## src/rtl/tr_pkg.sv

```systemverilog
package tr_pkg;
  typedef enum logic [1:0] {
    TR_IDLE  = 2'd0,
    TR_PH1   = 2'd1,
    TR_SPACE = 2'd2,
    TR_CMP   = 2'd3
  } tr_state_e;
endpackage

```

## src/rtl/tr_phase_seq.sv

```systemverilog
module tr_phase_seq
  import tr_pkg::*;
#(
  parameter int SAMPLE_GAP = 3
) (
  input  logic clk,
  input  logic rst_n,
  input  logic start,
  input  logic samples_match,
  input  logic retries_spent,
  output logic accept,
  output logic ph1_en,
  output logic ph2_en,
  output logic cmp_en
);
  localparam int GAP_W = $clog2(SAMPLE_GAP) + 1;
  localparam logic [GAP_W-1:0] GAP_LAST = GAP_W'(SAMPLE_GAP - 1);

  tr_state_e        state_q, state_d;
  logic [GAP_W-1:0] gap_q, gap_d;

  assign accept = (state_q == TR_IDLE) && start;
  assign ph1_en = (state_q == TR_PH1);
  assign ph2_en = (state_q == TR_SPACE) && (gap_q == GAP_LAST);
  assign cmp_en = (state_q == TR_CMP);

  always_comb begin
    state_d = state_q;
    gap_d   = gap_q;
    case (state_q)
      TR_IDLE:  if (start) state_d = TR_PH1;
      TR_PH1: begin
        state_d = TR_SPACE;
        gap_d   = '0;
      end
      TR_SPACE: begin
        if (ph2_en) state_d = TR_CMP;
        else        gap_d   = gap_q + 1'b1;
      end
      TR_CMP: begin
        if (samples_match || retries_spent) state_d = TR_IDLE;
        else                                state_d = TR_PH1;
      end
      default: state_d = TR_IDLE;
    endcase
  end

  always_ff @(posedge clk or negedge rst_n) begin
    if (!rst_n) begin
      state_q <= TR_IDLE;
      gap_q   <= '0;
    end else begin
      state_q <= state_d;
      gap_q   <= gap_d;
    end
  end
endmodule

```

## config.mk

```make
export PLATFORM = sky130hd
export DESIGN_NAME = tr_phase_seq
export DESIGN_NICKNAME = d
export VERILOG_FILES = /design/src/rtl/tr_pkg.sv /design/src/rtl/tr_phase_seq.sv
export SDC_FILE = /design/constraint.sdc
export NUM_CORES = 1
export LEC_CHECK = 0
export BUFFER_PORTS_ARGS = -buffer_cell sky130_fd_sc_hd__buf_2
export CELL_PAD_IN_SITES_DETAIL_PLACEMENT = 1
export CELL_PAD_IN_SITES_GLOBAL_PLACEMENT = 1
export CORE_AREA = 5 5 42 44
export DETAILED_ROUTE_END_ITERATION = 12
export DIE_AREA = 0 0 47 49
export GPL_ROUTABILITY_DRIVEN = 0
export PLACE_DENSITY_LB_ADDON = 0.1
export RECOVER_POWER = 25
export SYNTH_ARGS = -nofsm -noshare
export SYNTH_HDL_FRONTEND = slang
export SYNTH_SLANG_ARGS = --single-unit
```

## constraint.sdc

```tcl
create_clock -name clk -period 3.9 [get_ports clk]
set_input_delay 0.78 -clock clk [delete_from_list [all_inputs] [get_ports clk]]
set_output_delay 0.78 -clock clk [all_outputs]
set_load 0.005 [all_outputs]
```

# == Word level (Yosys, flattened, before mapping) ==
# Cells that the tools add are included.
# totals
elab_cells,23
register_bits,5
# op_classes
add_sub_neg,1
muxes,6
reduce_logical,7
eq_ne,7
# op_table
operator,count
$pmux W2 S4,1
$ne A2 B2 Y1 const B,3
$pmux W3 S2,1
$eq A2 B2 Y1 const B,2
$mux W2,2
$reduce_and A2 Y1,2
$add A3 B1 Y3 const B,1
$eq A3 B2 Y1 const B,1
$mux W3,1
$eq A2 B1 Y1 const B,1
$logic_and A1 B1 Y1,2
$logic_not A2 Y1,1
$reduce_bool A2 Y1,1
$logic_or A1 B1 Y1,1
$mux W1,1

# == Logic depth before layout (Yosys ltp) ==
# Gate-level depths: netlist (run 1).
# logic_depth
word_depth,4
depth_mapped,5
ltp_nobuf,5

# == Worst setup path after synthesis (run 1) ==
# No wires, ideal clock.
# synth_path
kind,reg-to-output
from,register state_q[0]
to,output port ph2_en
setup_slack_ns,2.121
path_stages_with_launch,4
required_time_ns,3.120
arrival_ns,0.999
n_path_buf,0
cell_sequence,dfrtp_1 -> inv_1 -> ha_1 -> and3b_2
# synth_between
elab_chain_cells,2
# synth_lines
element,line,source
from (decl),tr_phase_seq.sv:19,"tr_state_e state_q, state_d;"
from (signal assigned),tr_phase_seq.sv:53,state_q <= state_d;
$eq A2 B2 Y1,tr_phase_seq.sv:24,assign ph2_en = (state_q == TR_SPACE) && (gap_q == GAP_LAST);
$logic_and A1 B1 Y1,tr_phase_seq.sv:24,
to (decl),tr_phase_seq.sv:13,"output logic ph2_en,"
# No other way between the ends.

# == Final worst setup path (run 1) ==
# Ends and elaborated chain as after synthesis.

==> metrics.md, run 1 <==
| Metric | Value |
|---|---|
| Status | `finished, final reports clean` |
| Sequential Area | `125 sq um` |
| Dpl hpwl | `739 um` |
| Static Leakage | `0.232 nW` |
| CORE AREA | `1400 sq um` |
| Final #Nets | `61` |
| Mean Syn Cell Area | `10.4 sq um` |
| GRT overflow | `0` |
| Drc violations | `0` |
| Reg2Reg Setup Slack | `2400 ps` |
| Global-route wire length before repair | `1.50 mm` |
| First drt pass iteration count | `2` |
| FMAX | `0.444 GHz` |
| TritonCTS clock tree | `yes` |
| Post-synth net total | `48` |
| Crit end category | `output pin` |
| PD cells | `757 nW/um^2` |
| Final setup TNS | `0 ps` |
| Final Cell Area | `459 sq um` |
| Critical path data arrival time | `1470 ps` |
| DRT iter0 DRCs | `1` |
| CTS H-tree lvls | `1` |
| WP data required | `3120 ps` |
| CP Launch Type | `flip-flop` |
| DR WL/cell | `13.6 um` |
| Rows | `14` |
| Fin crit share | `57.7%` |
| Critical path fanouts, max | `7` |
| Pin count of the biggest net entering global routing | `8` |
| Sequential fraction of the synthesis area | `33.4%` |
| Synth Area in Compound Gates | `18.1%` |
| Number of port buffers | `8` |
| Syn Inst Count | `36` |
| P&R area growth vs syn | `22.7%` |
| Die area | `2300 sq um` |
| Unique masters post-synth | `18` |
| CTS Hold Bufs | `0` |
| Tightest Pin Transition | `313 ps` |
| Die Width | `47 um` |
| Routed vias | `305` |
| Fill cell count | `172` |
| Internal power | `0.207 mW` |
| Antenna violations before repair | `0` |
| DRT antenna net count | `0` |
| Comb pwr share | `54.2%` |
| Die height | `49 um` |
| Reg-to-Reg End | `state_q[1]$_DFFE_PN0P_` |
| Worst Setup Path Type | `reg2out` |
| Hold Vio Cnt, Final | `0` |
| Net switching power | `0.141 mW` |
| Simple-Gate Fraction of Synth Area | `18.1%` |
| Final Max Tran Viols | `0` |
| GRT Util Overall | `9.61%` |
| YS warnings | `0` |
| Final setup viols | `0` |
| Vias in the first global route | `343` |
| Vias per cell | `4.77` |
| Synth Area in XOR/XNOR | `0%` |
| Slew Limit Headroom | `79.1%` |
| Clock share of power | `17.9%` |
| Max-Cap Viols | `0` |
| Sequential share of power | `28.0%` |
| Inserted Diodes | `0` |
| Clk buf depth | `2` |
| Num CTS Buffers | `3` |
| Num Clock Sinks | `5` |
| Fin crit period | `2250 ps` |
| Peak supply drop | `0.000197 V` |
| Layout cells sized above 1 | `33.3%` |
| CTS clk-pin slew, worst paths | `50 ps` |
| Sw Ratio | `40.5%` |
| Mux contribution to synthesized area | `4.01%` |
| Hold WS | `392 ps` |
| Worst Skew | `8.60 ps` |
| Post-CTS Setup Bufs | `0` |
| Routed WL | `871 um` |
| Synth Cell Area | `374 sq um` |
| Clk Latency, worst-skew pair | `250 ps` |
| Synth Register Bits | `5` |
| Worst hold-check path type | `in2async` |
| Combinational family with the most area after synthesis | `adder cells` |
| Area taken by multi-input logic gates | `238 sq um` |
| Area share of fa/ha/maj cells after synthesis | `23.4%` |
| Root Buffer Master | `clkbuf_4` |
| Starting density of the core | `26.7%` |
| Ports | `9` |
| Placed cell area | `434 sq um` |
| Resized cells post-CTS | `0` |
| RSZ-0062 raised after global routing | `false` |
| Worst r2r path cells | `5` |
| Worst r2r src | `state_q[0]$_DFFE_PN0P_` |
## logic make-up (layout without fill, tap and decap cells)
group                    Yosys count  after routing
multiplexers                       1              1
flip-flops                         5              5
AO/OA/AOI/OAI                     10             10
buffers and inverters              3             15
AND/OR/NAND/NOR                   10             10
adder cells (fa/ha/maj)            7              7
## state kept, by name (all words and copies together), names as in the netlist
name / cells
state_q: 2
gap_q: 3
## Yosys cell counts (all sizes together)
cell	count	share of area, %
inv	3	3.0
a21oi	1	2.3
ha	7	23
dfrtp	5	33
and3b	1	2.7
a211oi	2	5.4
nor2b	2	4.0
nor2	3	3.0
a2bb2oi	1	2.3
nand3b	1	2.0
and2	1	1.7
nand2b	1	3.7
nand2	1	1.0
o21ai	6	8.0
mux2	1	4.0
## layout make-up
class                   count  area share, %
multi-input cells          28           51.8
flip-flops and latches      5           27.2
repair buffers              8           8.45
clock buffers               4           5.72
well taps                  16           4.36
inverters                   3           2.45
## worst max path at each step
stage,from,to,cells past startpoint
floorplan,state_q[0]$_DFFE_PN0P_,ph2_en,3
global placement,state_q[0]$_DFFE_PN0P_,ph2_en,4
detailed placement,state_q[0]$_DFFE_PN0P_,ph2_en,4
CTS,state_q[0]$_DFFE_PN0P_,ph2_en,4
global route,state_q[0]$_DFFE_PN0P_,ph2_en,4
finish,state_q[0]$_DFFE_PN0P_,ph2_en,4
## cells in the final DEF (no fill, tap or decap)
cell	synthesis	routed
a21oi_2	1	1
a2bb2oi_1	1	1
buf_2	0	7
a211oi_2	1	1
and2_1	1	1
nand2b_4	1	1
mux2_4	1	1
o21ai_1	2	2
ha_1	7	7
clkbuf_4	0	3
nand3b_1	1	1
and3b_2	1	1
nand2_1	1	1
a211oi_1	1	1
nor2_1	3	3
clkbuf_1	0	2
inv_1	3	3
nor2b_2	1	1
nor2b_1	1	1
dfrtp_1	5	5
o21ai_0	4	4
## power by group through the flow
stage	Sequential (mW)	Combinational [mW]	Clock (mW)
finish	0.0972	0.188	0.0621
global route	0.100	0.216	0.0691
CTS	0.0990	0.194	0.0634
detailed placement	0.0997	0.193	0
global placement	0.0949	0.185	0
floorplan	0.0911	0.144	0
## routing by layer
metal  global-route usage (%)  share of wire, %  up-vias
met2                     15.6                55        8
met3                     3.32               2.6        4
met4                     8.29               4.0        0
met1                     8.89                38      147
li1                         -                 -      146
met5                        0                 0        -
## per-stage QoR
step / std cells / util, % / worst slack [ps] / power, mW
floorplan: 36 / - / 2120 / 0.235
global placement: 60 / 31.0 / 1970 / 0.280
detailed placement: 60 / 31.0 / 1890 / 0.293
CTS: 64 / 32.9 / 1630 / 0.357
global route: 64 / 32.8 / 1540 / 0.385
finish: 64 / 32.8 / 1650 / 0.348
## worst max-delay path: stages, from the launching register on
cell	delay [ps]
dfrtp_1	410
inv_1	140
ha_1	310
and3b_2	250
buf_2	110
Power figures use the tool's default switching activity.
==> run 2: changes to the inputs <==
--- a/config.mk
+++ b/config.mk
@@ -5,6 +5,7 @@
 export SDC_FILE = /design/constraint.sdc
 export NUM_CORES = 1
 export LEC_CHECK = 0
+export ABC_AREA = 1
 export BUFFER_PORTS_ARGS = -buffer_cell sky130_fd_sc_hd__buf_2
 export CELL_PAD_IN_SITES_DETAIL_PLACEMENT = 1
 export CELL_PAD_IN_SITES_GLOBAL_PLACEMENT = 1
==> constraint.sdc (replaced) <==
create_clock -name clk -period 2.2 [get_ports clk]
set_input_delay 0.44 -clock clk [delete_from_list [all_inputs] [get_ports clk]]
set_output_delay 0.44 -clock clk [all_outputs]
set_load 0.005 [all_outputs]
==> metrics.md, run 2 <==
| Metric | Value |
|---|---|
| Crit path cell chain | `inv_1, ha_1, nand3_1, inv_1, buf_2` |
| Slew Limit Headroom | `81.6% (+2.5 points)` |
| Synth Area in Compound Gates | `6.16% (-12 points)` |
| Ys flop type | `dfrtp_1` |
| WP data required | `1760 ps (-1360 ps)` |
| Inserted Diodes | `0 (unchanged)` |
| FMAX | `0.581 GHz` |
| Synth Cell Area | `365 sq um (-2.3%)` |
| Final Max Tran Viols | `0 (unchanged)` |
| Mean Syn Cell Area | `7.61 sq um (-27%)` |
| Fin crit period | `1720 ps` |
| CP most frequent cell | `inv_1` |
| Top cells by area, synth | `dfrtp_1 34%, ha_1 24%, nand2_1 17%` |
| DR WL/cell | `10.6 um (-22%)` |
| Finished Core Util | `32.9% (+0.089 points)` |
| Post-CTS Setup Bufs | `0 (unchanged)` |
| Mux contribution to synthesized area | `0% (-4.0 points)` |
| Synth Register Bits | `5 (unchanged)` |
| Tightest Pin Transition | `276 ps (-37.4 ps)` |
| Rows | `14 (unchanged)` |
| Root Buffer Master | `clkbuf_4` |
| P&R area growth vs syn | `26.0%` |
| Post-synth EDFFs | `0 (unchanged)` |
| Synth area leader | `dfrtp_1` |
| Resized cells post-CTS | `0 (unchanged)` |
| Max-Cap Viols | `0 (unchanged)` |
| TritonCTS clock tree | `yes` |
| GRT overflow | `0 (unchanged)` |
| Die area | `2300 sq um (unchanged)` |
| Simple-Gate Fraction of Synth Area | `27.4% (+9.3 points)` |
| Die Width | `47 um (unchanged)` |
| YS warnings | `0 (unchanged)` |
| Hold Vio Cnt, Final | `0 (unchanged)` |
| Number of port buffers | `8 (unchanged)` |
| Crit end category | `output pin` |
| Post-synth net total | `60 (+25%)` |
| Global-route wire length before repair | `1.41 mm (-5.5%)` |
| Vias per cell | `4.43 (-7.1%)` |
| DRT antenna net count | `0 (unchanged)` |
| Ys async rst share | `100% (unchanged)` |
| CTS clk-pin slew, worst paths | `40 ps (about the same)` |
| Synth cell count leaders | `17 x nand2_1, 8 x inv_1, 7 x ha_1, 5 x dfrtp_1, 4 x nand3_1` |
| DRT iter0 DRCs | `0 (-1)` |
| Area share of fa/ha/maj cells after synthesis | `24.0% (+0.56 points)` |
| Static Leakage | `0.270 nW (+16%)` |
| Syn Inst Count | `48 (+33%)` |
| Dpl hpwl | `656 um (-11%)` |
| Clk buf depth | `2 (unchanged)` |
| Starting density of the core | `26.1% (-0.63 points)` |
| Drc violations | `0 (unchanged)` |
| CTS Hold Bufs | `1 (+1)` |
| Worst Setup Path Type | `reg2out` |
| Top cell type's share of synthesized area | `34.2% (+0.80 points)` |
| Largest regs | `gap_q x3, state_q x2` |
| Num CTS Buffers | `3 (unchanged)` |
| Final #Nets | `74 (+21%)` |
| Peak supply drop | `0.000451 V (+130%)` |
| GRT Util Overall | `8.96% (-0.65 points)` |
| CORE AREA | `1400 sq um (unchanged)` |
| First drt pass iteration count | `1 (-1)` |
| Slowest stage delay, CP | `420 ps (about the same)` |
| Clk Latency, worst-skew pair | `240 ps (about the same)` |
| Critical path data arrival time | `1280 ps (-190 ps)` |
| Layout cells sized above 1 | `18.0% (-15 points)` |
| CTS H-tree lvls | `1 (unchanged)` |
| Die height | `49 um (unchanged)` |
| Most common cell after layout, fill and taps aside | `nand2_1` |
| Sequential fraction of the synthesis area | `34.2% (+0.80 points)` |
| Antenna violations before repair | `0 (unchanged)` |
| Most frequent cell after synthesis | `nand2_1` |
| Unique masters post-synth | `11 (-7)` |
| Ports | `9 (unchanged)` |
| CP max stage cell | `dfrtp_1` |
| CP Launch Type | `flip-flop` |
| Routed vias | `341 (+12%)` |
| Combinational family with the most area after synthesis | `simple AND/OR/NAND/NOR gates` |
| Synth Area in XOR/XNOR | `0% (unchanged)` |
| Worst Skew | `0.324 ps (-8.27 ps)` |
| Worst r2r path cells | `6 (+1)` |
| Most frequent cells in the layout | `17 x nand2_1, 8 x inv_1, 7 x ha_1, 7 x buf_2, 5 x dfrtp_1` |
| PD cells | `1240 nW/um^2 (+63%)` |
| Fin crit share | `78.2%` |
| Final setup TNS | `0 ps (unchanged)` |
| Max FFs per register | `3 (unchanged)` |
| Final setup viols | `0 (unchanged)` |
| Hold Crit Depth | `2` |
| Num Clock Sinks | `5 (unchanged)` |
| Critical path fanouts, max | `5 (-2)` |
| Pin count of the biggest net entering global routing | `7 (-1)` |
| Vias in the first global route | `337 (-1.7%)` |
| Worst hold-check path type | `reg2reg` |
| Biggest register | `gap_q` |
| RSZ-0062 raised after global routing | `false` |
| Status | `finished, final reports clean` |
| Routed WL | `813 um (-6.7%)` |
run 2: changes by cell type in the layout (fill, tap and decap cells not counted), sizes merged, moves of 3 or more:
| cell | previous run | this run |
|---|---|---|
| nand3 | 0 | 4 |
| inv | 3 | 8 |
| o21ai | 6 | 3 |
| nand2 | 1 | 18 |
run 2: logic make-up (layout without fill, tap and decap cells):
| kind of cell | count (synthesis) | in the layout |
|---|---|---|
| AO/OA/AOI/OAI | 4 | 4 |
| adder cells (fa/ha/maj) | 7 | 7 |
| flip-flops | 5 | 5 |
| buffers and inverters | 8 | 21 |
| AND/OR/NAND/NOR | 24 | 24 |
run 2: routing by layer:
| metal | vias to the layer above | GRT usage, % | part of all wire [%] |
|---|---|---|---|
| met5 | - | 0 | 0 |
| met4 | 0 | 5.53 | 3.1 |
| met3 | 4 | 5.17 | 5.2 |
| met2 | 8 | 14.3 | 54 |
| met1 | 158 | 8.41 | 37 |
| li1 | 171 | - | - |
run 2: final timing paths:
| kind | slack [ps] | to | startpoint |
|---|---|---|---|
| max in group asynchronous | 1410 | gap_q[2]$_DFFE_PN0P_ | rst_n |
| min in group asynchronous | 580 | state_q[0]$_DFFE_PN0P_ | rst_n |
| hold / removal | 520 | gap_q[1]$_DFFE_PN0P_ | gap_q[1]$_DFFE_PN0P_ |
| hold reg to reg | 520 | gap_q[1]$_DFFE_PN0P_ | gap_q[1]$_DFFE_PN0P_ |
| setup / recovery | 480 | ph2_en | state_q[0]$_DFFE_PN0P_ |
| setup reg to reg | 910 | state_q[0]$_DFFE_PN0P_ | state_q[0]$_DFFE_PN0P_ |
run 2: power by group:
group | total (mW) | switching [mW] | internal (mW)
Sequential | 0.169 | 0.0389 | 0.131
Combinational | 0.291 | 0.171 | 0.120
Clock | 0.109 | 0.0405 | 0.0688
Total | 0.570 | 0.250 | 0.319
run 2: cell type report:
| class | instances | area (sq um) |
|---|---|---|
| fillers | 194 | 941 |
| repair buffers | 9 | 48.8 |
| well taps | 16 | 20.0 |
| multi-input cells | 35 | 210 |
| inverters | 8 | 30.0 |
| clock buffers | 4 | 26.3 |
| flip-flops and latches | 5 | 125 |
run 2: metrics by stage:
step	hold slack [ps]	worst slack [ps]	power [mW]	area [sq um]	instances
3_5_place_dp	261	722	0.467	425	72
6_report	523	479	0.570	460	77
3_3_place_gp	264	756	0.470	425	72
4_1_cts	525	454	0.589	462	77
2_1_floorplan	144	891	0.371	365	48
5_1_grt	554	364	0.641	460	77
run 2: critical path: cells and delay by family, from the launching register on:
family	cells	cell delay [ps]
adder cells (fa/ha/maj)	1	210
buffers and inverters	3	290
flip-flops	1	420
AND/OR/NAND/NOR	1	120
==> run 3: changes to the inputs <==
--- a/config.mk
+++ b/config.mk
@@ -5,7 +5,7 @@
 export SDC_FILE = /design/constraint.sdc
 export NUM_CORES = 1
 export LEC_CHECK = 0
-export ABC_AREA = 1
+export ABC_AREA = 0
 export BUFFER_PORTS_ARGS = -buffer_cell sky130_fd_sc_hd__buf_2
 export CELL_PAD_IN_SITES_DETAIL_PLACEMENT = 1
 export CELL_PAD_IN_SITES_GLOBAL_PLACEMENT = 1
==> constraint.sdc (replaced) <==
create_clock -name clk -period 1.7 [get_ports clk]
set_input_delay 0.34 -clock clk [delete_from_list [all_inputs] [get_ports clk]]
set_output_delay 0.34 -clock clk [all_outputs]
set_load 0.005 [all_outputs]
==> metrics.md, run 3 (synthesis results as in run 1) <==
| Metric | Value |
|---|---|
| Pin count of the biggest net entering global routing | `8 (+1)` |
| Most common cell after layout, fill and taps aside | `buf_2` |
| Global-route wire length before repair | `1.39 mm (-1.5%)` |
| Met2 GRT Util | `14.0% (-0.23 points)` |
| GRT overflow | `0 (unchanged)` |
| Biggest register | `gap_q` |
| Layout cells sized above 1 | `38.0% (+20 points)` |
| Dpl hpwl | `675 um (+2.9%)` |
| RSZ-0062 raised after global routing | `false` |
| First drt pass iteration count | `2 (+1)` |
| Most frequent cells in the layout | `7 x buf_2, 6 x ha_1, 5 x dfrtp_1, 4 x o21ai_0` |
| Critical path data arrival time | `1300 ps (+20 ps)` |
| TritonCTS clock tree | `yes` |
| Final Cell Area | `489 sq um (+6.2%)` |
| Clk Latency, worst-skew pair | `250 ps (about the same)` |
| PD cells | `1710 nW/um^2 (+38%)` |
| Routed WL | `827 um (+1.7%)` |
| DR WL/cell | `12.5 um (+19%)` |
| Vias in the first global route | `340 (+0.89%)` |
| Crit path cell chain | `inv_1, ha_1, and3b_2, buf_2` |
| Placed cell area | `434 sq um (+2.1%)` |
| Critical path fanouts, max | `4 (-1)` |
| Num Clock Sinks | `5 (unchanged)` |
| Family with the most delay on the worst path | `flip-flops` |
| GRT Util Overall | `8.67% (-0.29 points)` |
| Hold Vio Cnt, Final | `0 (unchanged)` |
| Fill cell count | `167 (-14%)` |
| CTS H-tree lvls | `1 (unchanged)` |
| Clk buf depth | `2 (unchanged)` |
| Number of port buffers | `8 (unchanged)` |
| Worst path bufs/invs | `2 (-1)` |
| Worst hold-check path type | `in2async` |
| Final Max Tran Viols | `0 (unchanged)` |
| CP Launch Type | `flip-flop` |
| Slowest stage delay, CP | `370 ps (-50 ps)` |
| Inserted Diodes | `0 (unchanged)` |
| Peak supply drop | `0.000784 V (+74%)` |
| Rows | `14 (unchanged)` |
| CP max stage cell | `dfrtp_1` |
| Worst Setup Path Type | `reg2out` |
| Worst setup margin | `61.7 ps (-417 ps)` |
| Tightest Pin Transition | `323 ps (+47.4 ps)` |
| Final #Nets | `63 (-15%)` |
| Num CTS Buffers | `3 (unchanged)` |
| Max-Cap Viols | `0 (unchanged)` |
| Tot Pwr | `0.837 mW (+47%)` |
| Status | `finished, final reports clean` |
| Vias per cell | `4.65 (+5.0%)` |
| Slew Limit Headroom | `78.5% (-3.2 points)` |
| Worst slack at placement | `155 ps (-567 ps)` |
| CTS clk-pin slew, worst paths | `50 ps (about the same)` |
| Grt met3 use | `1.11% (-4.1 points)` |
| Final setup TNS | `0 ps (unchanged)` |
| Fin crit period | `1640 ps` |
| P&R area growth vs syn | `30.8%` |
| Worst Skew | `0.912 ps (+0.588 ps)` |
| Die area | `2300 sq um (unchanged)` |
| DRT antenna net count | `0 (unchanged)` |
| FMAX | `0.610 GHz` |
| CORE AREA | `1400 sq um (unchanged)` |
| Fin crit share | `96.4%` |
| Hold WS | `489 ps (-34.1 ps)` |
| Die Width | `47 um (unchanged)` |
| WP data required | `1360 ps (-400 ps)` |
| Root Buffer Master | `clkbuf_4` |
| Static Leakage | `0.240 nW (-11%)` |
| Crit end category | `output pin` |
| Routed vias | `307 (-10%)` |
| Antenna violations before repair | `0 (unchanged)` |
| Layer with the highest usage | `met2` |
| Starting density of the core | `26.7% (+0.63 points)` |
| DRT iter0 DRCs | `2 (+2)` |
| Drc violations | `0 (unchanged)` |
| Largest regs | `gap_q x3, state_q x2` |
| Ports | `9 (unchanged)` |
| Die height | `49 um (unchanged)` |
| Max FFs per register | `3 (unchanged)` |
| Final setup viols | `0 (unchanged)` |
| M1 GR Usage | `8.83% (+0.42 points)` |
[run 3: cell types whose count changed in the layout (fill, tap and decap cells not counted), sizes merged, moves of 2 or more]
cell / before / now
a211oi: 0 / 2
inv: 8 / 3
nand2: 18 / 1
nand3: 4 / 0
nor2: 1 / 3
nor2b: 0 / 2
o21ai: 3 / 6
[run 3: power by group]
group          switching (mW)  leakage [nW]  internal, mW
combinational           0.224         0.162         0.242
sequential             0.0583        0.0630         0.170
clock                  0.0539        0.0150        0.0891
total                   0.336         0.240         0.501
[run 3: metal layers]
metal  wire [um]  part of all wire [%]  up-vias
li1            -                     -      152
met1         363                    44      143
met2         404                    49        8
met3          26                   3.1        4
met4          32                   3.9        0
met5           0                     0        -
[run 3: cell type report]
class / instances / area [sq um] / area share [%]
clock buffers: 4 / 26.3 / 5.37
inverters: 3 / 11.3 / 2.30
multi-input cells: 28 / 250 / 51.2
flip-flops and latches: 5 / 125 / 25.6
well taps: 16 / 20.0 / 4.09
repair buffers: 10 / 56.3 / 11.5
[run 3: per-stage QoR]
stage,instances,util (%)
3_3_place_gp,60,31.0
5_1_grt,66,34.9
2_1_floorplan,36,-
4_1_cts,65,34.5
3_5_place_dp,60,31.0
6_report,66,34.9
[run 3: path summary, 6_finish.rpt]
check / slack [ps] / endpoint / cells after the start / startpoint
setup / recovery: 60 / ph2_en / 4 / gap_q[0]$_DFFE_PN0P_
hold / removal: 490 / state_q[1]$_DFFE_PN0P_ / 2 / rst_n
setup reg to reg: 170 / state_q[1]$_DFFE_PN0P_ / 5 / state_q[1]$_DFFE_PN0P_
hold reg to reg: 520 / gap_q[0]$_DFFE_PN0P_ / 1 / gap_q[0]$_DFFE_PN0P_
max in group asynchronous: 970 / state_q[0]$_DFFE_PN0P_ / 2 / rst_n
min in group clk: 510 / state_q[0]$_DFFE_PN0P_ / 4 / start
[run 3: what timing repair did]
item,CTS,global route
buffers inserted,0,1
hold endpoints to repair,5,0
hold buffers,1,0
endpoints found under the setup margin,1,1
resized for setup,3,0
